**src/rtl/tslot_pkg.sv**
```systemverilog
package tslot_pkg;
  localparam int WORD_W = 32;
  localparam int BYTE_W = 8;

  typedef struct packed {
    logic       eos;
    logic       rx_ext;
    logic [1:0] ws_code;
    logic [1:0] byte_idx;
    logic       shift_en;
  } slot_rec_t;

  localparam int REC_W = $bits(slot_rec_t);
endpackage

```
**src/rtl/tslot_fifo.sv**
```systemverilog
module tslot_fifo #(
  parameter int W     = 32,
  parameter int DEPTH = 2
) (
  input  logic                       clk,
  input  logic                       rst,
  input  logic                       push,
  input  logic [W-1:0]               wdata,
  input  logic                       pop,
  output logic [W-1:0]               rdata,
  output logic                       empty,
  output logic                       drop,
  output logic [$clog2(DEPTH+1)-1:0] level
);
  localparam int AW = (DEPTH > 1) ? $clog2(DEPTH) : 1;
  localparam int LW = $clog2(DEPTH + 1);

  logic [W-1:0]  mem [DEPTH];
  logic [AW-1:0] wptr, rptr;
  logic [LW-1:0] cnt;
  logic          full, do_push, do_pop;

  assign full    = (cnt == LW'(DEPTH));
  assign empty   = (cnt == '0);
  assign do_push = push && !full;
  assign do_pop  = pop && !empty;
  assign drop    = push && full;
  assign rdata   = mem[rptr];
  assign level   = cnt;

  always_ff @(posedge clk) begin
    if (do_push) mem[wptr] <= wdata;
  end

  always_ff @(posedge clk) begin
    if (rst) begin
      wptr <= '0;
      rptr <= '0;
      cnt  <= '0;
    end else begin
      if (do_push) wptr <= (wptr == AW'(DEPTH-1)) ? '0 : wptr + AW'(1);
      if (do_pop)  rptr <= (rptr == AW'(DEPTH-1)) ? '0 : rptr + AW'(1);
      cnt <= cnt + LW'(do_push) - LW'(do_pop);
    end
  end
endmodule

```
**src/rtl/tslot_recfile.sv**
```systemverilog
module tslot_recfile
  import tslot_pkg::*;
#(
  parameter int NSLOT = 6
) (
  input  logic                     clk,
  input  logic                     rst,
  input  logic                     we,
  input  logic [$clog2(NSLOT)-1:0] waddr,
  input  slot_rec_t                wdata,
  input  logic [$clog2(NSLOT)-1:0] raddr,
  output slot_rec_t                rdata
);
  slot_rec_t recs [NSLOT];

  assign rdata = recs[raddr];

  always_ff @(posedge clk) begin
    if (rst) begin
      for (int i = 0; i < NSLOT; i++) begin
        recs[i]     <= '0;
        recs[i].eos <= (i == 0);
      end
    end else if (we && (int'(waddr) < NSLOT)) begin
      recs[waddr] <= wdata;
    end
  end
endmodule

```
**src/rtl/tslot_engine.sv**
```systemverilog
module tslot_engine
  import tslot_pkg::*;
#(
  parameter int DIV   = 8,
  parameter int NSLOT = 6
) (
  input  logic                     clk,
  input  logic                     rst,
  input  slot_rec_t                rec,
  input  logic                     fifo_empty,
  input  logic [WORD_W-1:0]        fifo_rdata,
  input  logic                     sdi,
  input  logic                     gate_en,
  output logic [$clog2(NSLOT)-1:0] cur_slot,
  output logic                     load,
  output logic                     pop,
  output logic                     shifting,
  output logic                     txbit,
  output logic                     sclk_raw,
  output logic [2:0]               ws_raw,
  output logic                     gate_open,
  output logic [WORD_W-1:0]        fb,
  output logic                     held
);
  localparam int PW   = (DIV > 2) ? $clog2(DIV) : 1;
  localparam int HALF = DIV / 2;
  localparam int SW   = $clog2(NSLOT);

  slot_rec_t         cur_rec;
  logic [PW-1:0]     phase;
  logic [2:0]        bitn;
  logic [BYTE_W-1:0] rxsh;
  logic [WORD_W-1:0] obuf;
  logic              rxbit, done, eos_sel, last_ph;
  logic [SW-1:0]     nxt;

  assign last_ph  = (phase == PW'(DIV-1));
  assign txbit    = obuf[{cur_rec.byte_idx, ~bitn}];
  assign rxbit    = cur_rec.rx_ext ? sdi : txbit;
  assign sclk_raw = shifting && (phase >= PW'(HALF));
  assign load     = !shifting && (cur_slot == SW'(1));
  assign pop      = load && !fifo_empty;

  generate
    for (genvar i = 0; i < 3; i++) begin : g_ws
      assign ws_raw[i] = shifting && (cur_rec.ws_code == 2'(i+1));
    end
  endgenerate

  always_comb begin
    if (!shifting) begin
      done    = load || !rec.shift_en;
      eos_sel = rec.eos;
    end else begin
      done    = last_ph && (bitn == 3'd7);
      eos_sel = cur_rec.eos;
    end
    if (eos_sel || cur_slot == SW'(NSLOT-1)) nxt = '0;
    else                                     nxt = cur_slot + SW'(1);
  end

  always_ff @(posedge clk) begin
    if (rst) begin
      cur_slot  <= '0;
      shifting  <= 1'b0;
      cur_rec   <= '0;
      phase     <= '0;
      bitn      <= '0;
      rxsh      <= '0;
      obuf      <= '0;
      fb        <= '0;
      gate_open <= 1'b0;
      held      <= 1'b1;
    end else begin
      if (!shifting) begin
        if (!load && rec.shift_en) begin
          shifting <= 1'b1;
          cur_rec  <= rec;
          phase    <= '0;
          bitn     <= '0;
        end
        if (pop) obuf <= fifo_rdata;
      end else if (last_ph) begin
        phase <= '0;
        bitn  <= bitn + 3'd1;
        rxsh  <= {rxsh[BYTE_W-2:0], rxbit};
        if (bitn == 3'd7) begin
          shifting <= 1'b0;
          fb       <= {rxsh[BYTE_W-2:0], rxbit, fb[WORD_W-1:BYTE_W]};
        end
      end else begin
        phase <= phase + PW'(1);
      end

      if (done) begin
        cur_slot <= nxt;
        if (cur_slot == '0) held <= (nxt == '0);
      end

      if (done && cur_slot != '0 && nxt == '0) gate_open <= 1'b0;
      else if (gate_en)                        gate_open <= 1'b1;
    end
  end
endmodule

```
**src/rtl/tslot_seq.sv**
```systemverilog
module tslot_seq
  import tslot_pkg::*;
#(
  parameter int DIV        = 8,
  parameter int NSLOT      = 6,
  parameter int FIFO_DEPTH = 2
) (
  input  logic                     clk,
  input  logic                     rst,
  input  logic                     rec_we,
  input  logic [$clog2(NSLOT)-1:0] rec_addr,
  input  logic [6:0]               rec_data,
  input  logic                     fifo_we,
  input  logic [31:0]              fifo_wdata,
  input  logic                     gate_en,
  input  logic                     flag_clr,
  input  logic                     sdi,
  output logic                     sclk,
  output logic                     sdo,
  output logic [2:0]               ws,
  output logic [31:0]              fb,
  output logic                     udf,
  output logic                     ovf,
  output logic                     held
);
  localparam int SW = $clog2(NSLOT);
  localparam int LW = $clog2(FIFO_DEPTH + 1);

  slot_rec_t         rec_rd;
  logic [SW-1:0]     cur_slot;
  logic [WORD_W-1:0] fifo_rdata;
  logic [LW-1:0]     fifo_level;
  logic              fifo_empty, fifo_drop, load, pop;
  logic              shifting, txbit, sclk_raw, gate_open;
  logic [2:0]        ws_raw;

  tslot_recfile #(.NSLOT(NSLOT)) u_recs (
    .clk(clk), .rst(rst), .we(rec_we), .waddr(rec_addr),
    .wdata(slot_rec_t'(rec_data)), .raddr(cur_slot), .rdata(rec_rd)
  );

  tslot_fifo #(.W(WORD_W), .DEPTH(FIFO_DEPTH)) u_fifo (
    .clk(clk), .rst(rst), .push(fifo_we), .wdata(fifo_wdata),
    .pop(pop), .rdata(fifo_rdata), .empty(fifo_empty),
    .drop(fifo_drop), .level(fifo_level)
  );

  tslot_engine #(.DIV(DIV), .NSLOT(NSLOT)) u_eng (
    .clk(clk), .rst(rst), .rec(rec_rd), .fifo_empty(fifo_empty),
    .fifo_rdata(fifo_rdata), .sdi(sdi), .gate_en(gate_en),
    .cur_slot(cur_slot), .load(load), .pop(pop), .shifting(shifting),
    .txbit(txbit), .sclk_raw(sclk_raw), .ws_raw(ws_raw),
    .gate_open(gate_open), .fb(fb), .held(held)
  );

  always_ff @(posedge clk) begin
    if (rst) begin
      sclk <= 1'b0;
      sdo  <= 1'b0;
      ws   <= '0;
      udf  <= 1'b0;
      ovf  <= 1'b0;
    end else begin
      sclk <= gate_open && sclk_raw;
      sdo  <= gate_open && shifting && txbit;
      ws   <= gate_open ? ws_raw : 3'b000;
      udf  <= (udf && !flag_clr) || (load && (fifo_level <= LW'(1)));
      ovf  <= (ovf && !flag_clr) || fifo_drop;
    end
  end
endmodule

```
**config.mk**
```make
export PLATFORM = sky130hd
export DESIGN_NAME = tslot_seq
export DESIGN_NICKNAME = d
export VERILOG_FILES = /design/src/rtl/tslot_pkg.sv /design/src/rtl/tslot_fifo.sv /design/src/rtl/tslot_recfile.sv /design/src/rtl/tslot_engine.sv /design/src/rtl/tslot_seq.sv
export SDC_FILE = /design/constraint.sdc
export NUM_CORES = 1
export LEC_CHECK = 0
export BUFFER_PORTS_ARGS = -buffer_cell sky130_fd_sc_hd__buf_2
export CAP_MARGIN = 20
export CORE_UTILIZATION = 53
export CTS_CLUSTER_SIZE = 8
export DETAILED_ROUTE_END_ITERATION = 16
export GPL_TIMING_DRIVEN = 0
export PLACE_DENSITY = 0.84
export SLEW_MARGIN = 20
export SYNTH_ARGS = -nofsm -noshare
export SYNTH_HDL_FRONTEND = slang
export SYNTH_SLANG_ARGS = --single-unit
```
**constraint.sdc**
```tcl
create_clock -name clk -period 2.4 [get_ports clk]
set_clock_uncertainty 0.1 [all_clocks]
set_input_delay 0.48 -clock clk [delete_from_list [all_inputs] [get_ports clk]]
set_output_delay 0.48 -clock clk [all_outputs]
set_load 0.02 [all_outputs]
```
# --- Word level (Yosys, flattened, before mapping) ---
# Memory sizes are Yosys's and may differ from the RTL's. A register that Yosys moved wholly into a read port is not among the register bits.
# Index checks and enable logic that the tools add are counted.
# Widths: inputs -> output; s select.
totals:
  mem_count: 2
  reg_bits: 68
  out_inout_bits: 40
  elab_cells: 130
  ram_bits: 106
classes:
  order_cmp: 4
  n_eq_ne: 9
  n_reduce_logical: 44
  n_bitwise: 9
  n_mux: 35
  n_addsub: 7
mem_list:
  columns: ["name", "depth", "width", "read_ports", "rd_clocked_by_memory_dff", "wr", "line_no", "source"]
  rows:
  - ["u_fifo.mem", 2, 32, 1, 1, 1, "tslot_fifo.sv:18", "logic [W-1:0] mem [DEPTH];"]
  - ["u_recs.recs", 6, 7, 1, 1, 6, "tslot_recfile.sv:14", "slot_rec_t recs [NSLOT];"]
ops:
  columns: ["op", "n"]
  rows:
  - ["$mux 3", 9]
  - ["$mux 1", 23]
  - ["$logic_and 1x1->1", 20]
  - ["$reduce_and 2->1", 5]
  - ["$add 3x1->3 const B", 3]
  - ["$eq 3x3->1 const B", 3]
  - ["$mux 7", 1]
  - ["$reduce_or 7->1", 1]
  - ["$eq 2x2->1 const B", 3]
  - ["$logic_not 1->1", 6]
  - ["$logic_not 3->1", 2]
  - ["$lt 5x6->1 const B", 1]
  - ["$or 1x1->1", 6]
  - ["$bmux 1 s5", 1]
  - ["$logic_or 1x1->1", 4]
  - ["$reduce_or 2->1", 2]
  - ["$eq 3x1->1 const B", 1]
  - ["$ge 3x3->1 const B", 1]
  - ["$lt 3x3->1 const B", 1]
  - ["$not 3->3", 1]
  - ["$reduce_and 3->1", 1]
  - ["$reduce_bool 3->1", 1]
  - ["$add 1x1->1 const B", 2]
  - ["$add 2x1->2", 1]
  - ["8 further kinds", 9]

# --- Logic depth before layout (Yosys ltp) ---
# Gate-level depths: netlist of run 1.
logic_depth:
  word_depth: 7
  depth_mapped: 12

# --- By module ---
# Synthesis of run 1 repeated with hierarchy kept, for this count alone.
hier_totals:
  cells_unflattened: 754
  area_unflattened_um2: 8999.9
by_module_without_submodules:
  columns: ["module", "cells_each", "n_inst", "area_each_um2"]
  rows:
  - ["tslot_engine", 450, 1, 3671.0]
  - ["tslot_fifo", 132, 1, 2581.2]
  - ["tslot_recfile", 153, 1, 2529.9]
  - ["tslot_seq", 19, 1, 217.7]

# --- Least setup slack after synthesis of run 1 ---
# Ideal clock, no wire load.
synth_path:
  path_kind: "flip-flop to flip-flop"
  from: "register u_eng.cur_slot[0]"
  to: "register u_fifo.cnt[1], in the netlist u_fifo.level[1]"
  stages_incl_launch_ff: 12
  setup_time_ns: 0.128
  t_required_ns: 2.172
  path_slack_ns: -0.221
  t_arrival_ns: 2.393
  path_cell_list: "dfxtp_1 -> ha_1 -> nor3b_1 -> a21boi_1 -> clkbuf_1 -> clkbuf_1 -> ha_1 -> inv_1 -> ha_1 -> xor2_1 -> xnor2_1 -> nor2_1"
synth_between:
  elab_chain_len: 5
synth_lines:
  columns: ["item", "line_no", "source"]
  rows:
  - ["start: declaration", "tslot_engine.sv:14", "output logic [$clog2(NSLOT)-1:0] cur_slot,"]
  - ["start signal: assignment", "tslot_engine.sv:96", "cur_slot <= nxt;"]
  - ["$eq 3x1->1", "tslot_engine.sv:41", "assign load = !shifting && (cur_slot == SW'(1));"]
  - ["$logic_and 1x1->1", "tslot_engine.sv:41", null]
  - ["$logic_and 1x1->1", "tslot_engine.sv:42", "assign pop = load && !fifo_empty;"]
  - ["$logic_and 1x1->1", "tslot_fifo.sv:26", "assign do_pop = pop && !empty;"]
  - ["named net u_fifo.do_pop", "tslot_fifo.sv:21", "logic full, do_push, do_pop;"]
  - ["$sub 2x1->2", "tslot_fifo.sv:43", "cnt <= cnt + LW'(do_push) - LW'(do_pop);"]
  - ["end signal: assignment", "tslot_fifo.sv:43", null]
  - ["end: declaration", "tslot_fifo.sv:20", "logic [LW-1:0] cnt;"]
# The timed path passes the listed nets, and every way through them passes these cells.
# A chain may end at the register's enable or synchronous reset.

==> results.tsv, run 1 <==
stage	metric	value	unit
floorplanning	dieArea	17010	um2
cts	clock_latency	0.53	ns
detailed_routing	drt-pass1-iter-count	4	
worst_setup_path	worst-path-max-fanout	10	
floorplanning	rows	46	
timing	final-setup-viol-count	0	
timing	maxClockFrequency	0.4296	GHz
yosys	yosys.area.top_type	edfxtp_1	
yosys	yosysWarnings	0	
pwr	clockPowerShare	0.370	
yosys	synthArstFlopShare	0	
placement	placed_cell_area	9553	um2
timing	rsz0062_at_grt	false	
pwr	power.density	976.6	nW/um2
global_route	track_usage	0.2202	
timing	worst-slew-pin-transition	0.8891	ns
placement	placed_cells	1027	
floorplanning	start_util	0.5464	
yosys	synth_edf_count	120	
cts	cts.path.max_buffers	3	
yosys	synth_cell_types	50	
cts	clk_pin_slew	0.05	ns
yosys	yosys_register_bits	223	
pwr	swShare	0.2593	
worst_setup_path	crit_type	reg2reg	
layout	final_cell_mix	edfxtp_1, dfxtp_1, buf_2	
pwr	pwr-share-seq	0.457	
layout	final_cell_area	10590	um2
cts	cts_made_buffers	31	
worst_setup_path	cp.arrival	2.65	ns
run	cap_viol_max_count	0	
layout	mostFrequentLayoutCell	edfxtp_1	
placement	dp_hpwl	11880	um
worst_setup_path	crit_required	2.72	ns
detailed_routing	routed_wl	18270	um
timing	drv_slew	0	
floorplanning	core_area	16000	um2
yosys	synth_top_area_frac	0.4122	
global_route	grt_remaining_overflow	0	
pwr	combPwrFrac	0.173	
pwr	p_int	7.658	mW
detailed_routing	drc	0	
placement	gp_congestion	0.8217	
worst_setup_path	crit_path_end_kind	register	
placement	port_buffers	88	
status	status	finished clean	
cts	postCtsHoldBufs	0	
layout	nNetsFinal	909	
cts	cts_tree	built	
timing	timing_hold_violations_final	0	
hold_path	hold_path.class	in2reg	
cts	h-tree-depth	1	
detailed_routing	drtAntennaViolNets	0	
pwr	ir_drop	0.7460	mV
yosys	syn_area	8742	um2
layout	drive_gt1_frac	0.2000	
detailed_routing	num_vias	5887	
timing	period_share	0.9699	
yosys	netlist_instances	708	
global_route	grt_max_degree	33	
detailed_routing	first_iter_violations	411	
global_route	grt_pass1_vias	5913	
cts	cts_sinks	223	
detailed_routing	vias_per_cell	5.421	
layout	syn_to_final_growth	21.11	%
layout	final_cells	1086	
global_route	antenna_found_initial	0	
timing	relSlewSlack	0.4027	
worst_setup_path	startpoint_type	register	
yosys	avgSynthCellArea	12.35	um2
floorplanning	die-height	130.4	um
pwr	cellLeakagePower	3.754	nW
cts	clock-root-buffer	clkbuf_16	
layout	diodes	0	
global_route	grt_pass1_wl	28850	um
yosys	yosysSeqAreaShare	0.6481	
timing	min_period	2.328	ns
detailed_routing	wl_per_cell	16.83	um
pwr	switchingPower	2.682	mW
floorplanning	ios	89	
yosys	synth_area_leaders	edfxtp_1, dfxtp_1, mux2i_1	
floorplanning	die_w	130.4	um
yosys	synth_flop_cell	edfxtp_1	
==> power by group through the flow <==
stage          Sequential [mW]  Combinational [mW]  Clock [mW]
3_3_place_gp              4.75                1.48           0
3_5_place_dp              4.77                1.56           0
6_report                  4.72                1.79        3.83
2_1_floorplan             4.72                1.13           0
4_1_cts                   4.71                1.69        3.88
5_1_grt                   4.76                1.96        4.04
==> stage by stage <==
| stage | TNS (ns) | total power, mW | hold WS (ns) | utilization | setup slack, ns |
|---|---|---|---|---|---|
| 5_1_grt | 0 | 10.76 | 0.01241 | 0.6617 | 0.008129 |
| 6_report | 0 | 10.34 | 0.03804 | 0.6617 | 0.07220 |
| 4_1_cts | -0.06060 | 10.27 | 0.01820 | 0.6571 | -0.03110 |
| 3_5_place_dp | -2.032 | 6.326 | 0.3457 | 0.5970 | -0.5781 |
| 2_1_floorplan | -0.02007 | 5.846 | 0.3169 | - | -0.02007 |
| 3_3_place_gp | -2.851 | 6.222 | 0.3385 | 0.5942 | -0.5407 |
==> synthesized netlist by cell type (all sizes together) (3+ instances only) <==
master / count
nor2b: 10
mux4: 12
nor3: 4
or2: 6
ha: 9
and3: 3
buf: 11
dfxtp: 103
a211oi: 40
nand3: 5
a21oi: 47
inv: 9
edfxtp: 120
o41ai: 3
a22oi: 6
and2: 44
nor2: 57
mux2i: 53
clkbuf: 29
nand2: 90
or3: 3
nor3b: 3
nand2b: 11
o21ai: 3
==> final timing paths <==
kind	start	to	slack, ns	depth (start not counted)
worst max-delay path	register	u_eng.cur_slot[0]	0.07	8
worst min-delay path	fifo_wdata[14]	u_fifo.mem[1][14]	0.04	1
worst max register to register	register	u_eng.cur_slot[0]	0.07	8
worst min register to register	u_eng.fb[7]	u_eng.fb[7]	0.35	2
==> sequential cells by signal, summed over array words and instances, names as in the netlist, 6 cells and up, named ones only <==
name	count
u_fifo.mem	64
u_recs.recs	56
u_eng.fb	32
u_eng.obuf	32
u_eng.rxsh	7
u_eng.cur_rec	6
==> timing repair <==
action                     4_1_cts  5_1_grt
setup endpoints to repair       26       12
resized for setup               17       12
buffers inserted                 2        6
pin swaps                        1        5
==> metal layers <==
metal | vias up | share of wire | track usage
li1 | 2835 | - | -
met1 | 2804 | 0.41 | 0.2624
met2 | 201 | 0.50 | 0.3889
met3 | 47 | 0.062 | 0.04723
met4 | 0 | 0.028 | 0.08925
met5 | - | 0 | 0
==> kinds of logic after synthesis <==
family | synth area share
AND/OR/NAND/NOR | 0.1324
multiplexers | 0.09203
XOR/XNOR | 0.004008
AO/OA/AOI/OAI | 0.08645
adder cells (fa/ha/maj) | 0.01288
flip-flops | 0.6481
other | 0.0004290
buffers and inverters | 0.02376
==> critical path, stage by stage, from the launching register on <==
cell,delay (ns)
dfxtp_1,0.31
buf_6,0.15
mux4_1,0.24
nor2b_1,0.05
or4_4,0.52
buf_6,0.15
a21o_4,0.22
or3_4,0.40
o31ai_4,0.07
==> final cells by class <==
class | instances | area [um2]
plain buffers | 39 | 186.4
clock buffers | 51 | 850.8
clock inverters | 1 | 8.758
fillers | 1167 | 5413
inverters | 9 | 33.78
multi-input cells | 449 | 3023
flip-flops and latches | 223 | 5670
well taps | 216 | 270.3
repair buffers | 98 | 544.3
(Power assumes the default switching activity.)
==> inputs of run 2 (changes only) <==
SYNTH_HIERARCHICAL = 1   (was not set)
==> run 2 against run 1 <==
The flow now finishes with violations (setup timing). Setup slack got worse by 0.088 ns. Cell count increased by 5.1%. Sequential share of layout area decreased by 1.6 points. Sequential power decreased by 7.6%. Highest routed layer unchanged. Largest power group unchanged.
==> results.tsv, run 2 <==
stage	metric	value	unit
yosys	yosysWarnings	6	
worst_setup_path	reg2reg_to	u_eng/cur_slot[2]	
layout	syn_to_final_growth	20.60	%
floorplanning	die-height	132.3	um
hold_path	hold_depth	1	
floorplanning	dieArea	17510	um2
layout	final_cell_mix	nand2_1, edfxtp_1, dfxtp_1	
yosys	yosysMostFrequentCell	nand2_1	
yosys	avgSynthCellArea	11.94	um2
timing	drv_slew	0	
hold_path	whs_endpoint	u_fifo/mem[1][24]	
detailed_routing	num_vias	6221	
layout	reg_top3	u_fifo/mem: 64 flops, u_recs/recs: 56 flops	
detailed_routing	vias_per_cell	5.452	
yosys	yosys.area.top_type	edfxtp_1	
global_route	track_usage	0.2194	
detailed_routing	route.layer.met1.wl	8013	um
detailed_routing	top_layer	met4	
worst_setup_path	crit_chain	buf_6, buf_12, mux4_2, mux2_4, nor2b_4, a221o_1, nor2_2, nand3_1, a21oi_2	
layout	mostFrequentLayoutCell	nand2_1	
yosys	synth_cell_types	53	
timing	maxClockFrequency	0.4139	GHz
hold_path	hold_path.class	in2reg	
yosys	yosys_register_bits	221	
yosys	synth_flop_cell	edfxtp_1	
global_route	antenna_found_initial	0	
yosys	synth_commonest_cells	nand2_1, edfxtp_1, dfxtp_1, a21oi_1, nor3_1	
layout	nNetsFinal	958	
timing	hold_ws	0.03172	ns
worst_setup_path	rr_worst_depth	9	
hold_path	hp-start	fifo_wdata[24]	
yosys	synthArstFlopShare	0	
worst_setup_path	crit_path_end_kind	register	
yosys	yosysSeqAreaShare	0.6251	
run	cap_viol_max_count	0	
cts	clk_pin_slew	0.05	ns
status	violations	setup timing	
pwr	ir_drop	0.5976	mV
placement	gp_congestion	0.8216	
detailed_routing	drc	0	
worst_setup_path	reg2reg_from	u_eng/cur_slot[0]	
global_route	grt_remaining_overflow	0	
cts	h-tree-depth	1	
timing	final-setup-viol-count	2	
floorplanning	start_util	0.5427	
layout	diodes	0	
worst_setup_path	cp_slowest_cell	mux4_2	
cts	cts_sinks	221	
detailed_routing	routed_wl	19090	um
placement	port_buffers	87	
yosys	synth_area_leaders	edfxtp_1, dfxtp_1, nand2_1	
cts	clock_latency	0.55	ns
yosys	syn_area	9000	um2
detailed_routing	wl_met2	9404	um
timing	timing_hold_violations_final	0	
pwr	cellLeakagePower	3.958	nW
layout	largest_reg_flops	64	
worst_setup_path	cp.arrival	2.79	ns
placement	dp_hpwl	12430	um
timing	worst-slew-pin-transition	0.8229	ns
worst_setup_path	crit_required	2.77	ns
floorplanning	rows	47	
yosys	netlist_instances	754	
worst_setup_path	critPathBufInv	2	
status	status	finished with violations	
worst_setup_path	cpPeakStageDelay	0.49	ns
worst_setup_path	startpoint_type	register	
global_route	grt_pass1_wl	30600	um
detailed_routing	drt-pass1-iter-count	5	
worst_setup_path	worst-path-max-fanout	9	
pwr	power.density	858.7	nW/um2
placement	dp_worst_setup_slack	-0.4072	ns
timing	relSlewSlack	0.4503	
cts	cts_tree	built	
timing	min_period	2.416	ns
cts	cts.path.max_buffers	3	
detailed_routing	first_iter_violations	483	
floorplanning	die_w	132.3	um
timing	period_share	1.007	
yosys	synth_top_area_frac	0.4004	
detailed_routing	wl_met3	1152	um
floorplanning	core_area	16580	um2
floorplanning	ios	89	
layout	largest-register	u_fifo/mem	
global_route	grt_pass1_vias	6178	
cts	clock-root-buffer	clkbuf_16	
global_route	grt_max_degree	33	
timing	rsz0062_at_grt	true	
worst_setup_path	cp_top_family	multiplexers	
timing	fin_ws	-0.01616	ns
layout	drive_gt1_frac	0.2421	
yosys	synth_edf_count	120	
detailed_routing	wl_per_cell	16.73	um
worst_setup_path	reg2reg_slack	-0.02	ns
detailed_routing	drtAntennaViolNets	0	
cts	cts_made_buffers	31	
worst_setup_path	crit_type	reg2reg	
## run 2: cell count changes in the layout (fill, tap and decap cells not counted), sizes merged, moves of 35 or more
| cell | previous run | this run |
|---|---|---|
| a21oi | 47 | 82 |
| and2 | 44 | 6 |
| mux2 | 0 | 40 |
| nand2 | 90 | 151 |
| nor3 | 4 | 43 |
| a211oi | 40 | 3 |
## run 2: per-stage QoR
| stage | instance area, um2 | setup TNS, ns | power, mW | std cells | utilization |
|---|---|---|---|---|---|
| 2_1_floorplan | 9052 | 0 | 5.037 | 767 | - |
| 3_3_place_gp | 9763 | -9.816 | 5.267 | 1074 | 0.5887 |
| 3_5_place_dp | 9784 | -11.28 | 5.301 | 1075 | 0.5900 |
| 4_1_cts | 10760 | 0 | 9.274 | 1133 | 0.6487 |
| 5_1_grt | 10850 | -0.1246 | 9.646 | 1141 | 0.6545 |
| 6_report | 10850 | -0.01661 | 9.320 | 1141 | 0.6545 |
## run 2: report_power, final
group          total [mW]  leakage (nW)  switching [mW]  internal (mW)
sequential           4.36          1.96           0.126           4.23
combinational        1.09          1.58           0.572          0.516
clock                3.87         0.417            1.47           2.40
total                9.32          3.96            2.17           7.15
## run 2: cell type report
cell class	instances	area (um2)
Fill cell	1215	5729
Sequential cell	221	5634
Multi-Input combinational cell	482	3137
Clock buffer	52	864.6
Timing Repair Buffer	102	573.1
Buffer	48	302.8
Tap cell	220	275.3
Inverter	15	58.81
Clock inverter	1	8.758
## run 2: kinds of logic after synthesis
logic type                 after synthesis  share of synthesized area
muxes                                   77                     0.1165
xor gates and xnor gates                 2                   0.001947
DFF                                    221                     0.6251
adders and majority gates                8                    0.01112
buffers and inverters                   64                    0.03948
other                                    1                  0.0004167
AOI/OAI and AO/OA                      114                    0.07327
and+or+nand+nor                        267                     0.1322
## run 2: worst max path at each step
stage / startpoint / end / slack [ns] / depth (start not counted)
after floorplan: u_eng/cur_slot[0] / u_eng/held / 0.03 / 9
after global placement: u_eng/cur_slot[2] / u_eng/held / -0.41 / 8
after detailed placement: u_eng/cur_slot[2] / u_eng/cur_slot[2] / -0.41 / 8
after CTS: u_eng/cur_slot[0] / u_eng/cur_slot[2] / 0.01 / 9
after global routing: u_eng/cur_slot[0] / u_eng/cur_slot[2] / -0.05 / 9
final: u_eng/cur_slot[0] / u_eng/cur_slot[2] / -0.02 / 9
## run 2: layer usage
metal	track usage	vias to the layer above
met3	0.03768	55
met5	0	-
met2	0.3801	238
met1	0.2761	2940
li1	-	2988
met4	0.08301	0
## run 2: repair_timing
| action | CTS | global route |
|---|---|---|
| endpoints found under the setup margin | 20 | 8 |
| pin swaps | 3 | 7 |
| resized for setup | 17 | 10 |
| buffers inserted | 7 | 8 |
| hold buffers | 0 | 0 |
## run 2: worst reg2reg max path, delay by kind of cell, from the launching register on
kind,cells,cell delay [ns]
flip-flops,1,0.38
buffers and inverters,2,0.25
multiplexers,2,0.79
AND/OR/NAND/NOR,3,0.37
AO/OA/AOI/OAI,2,0.45
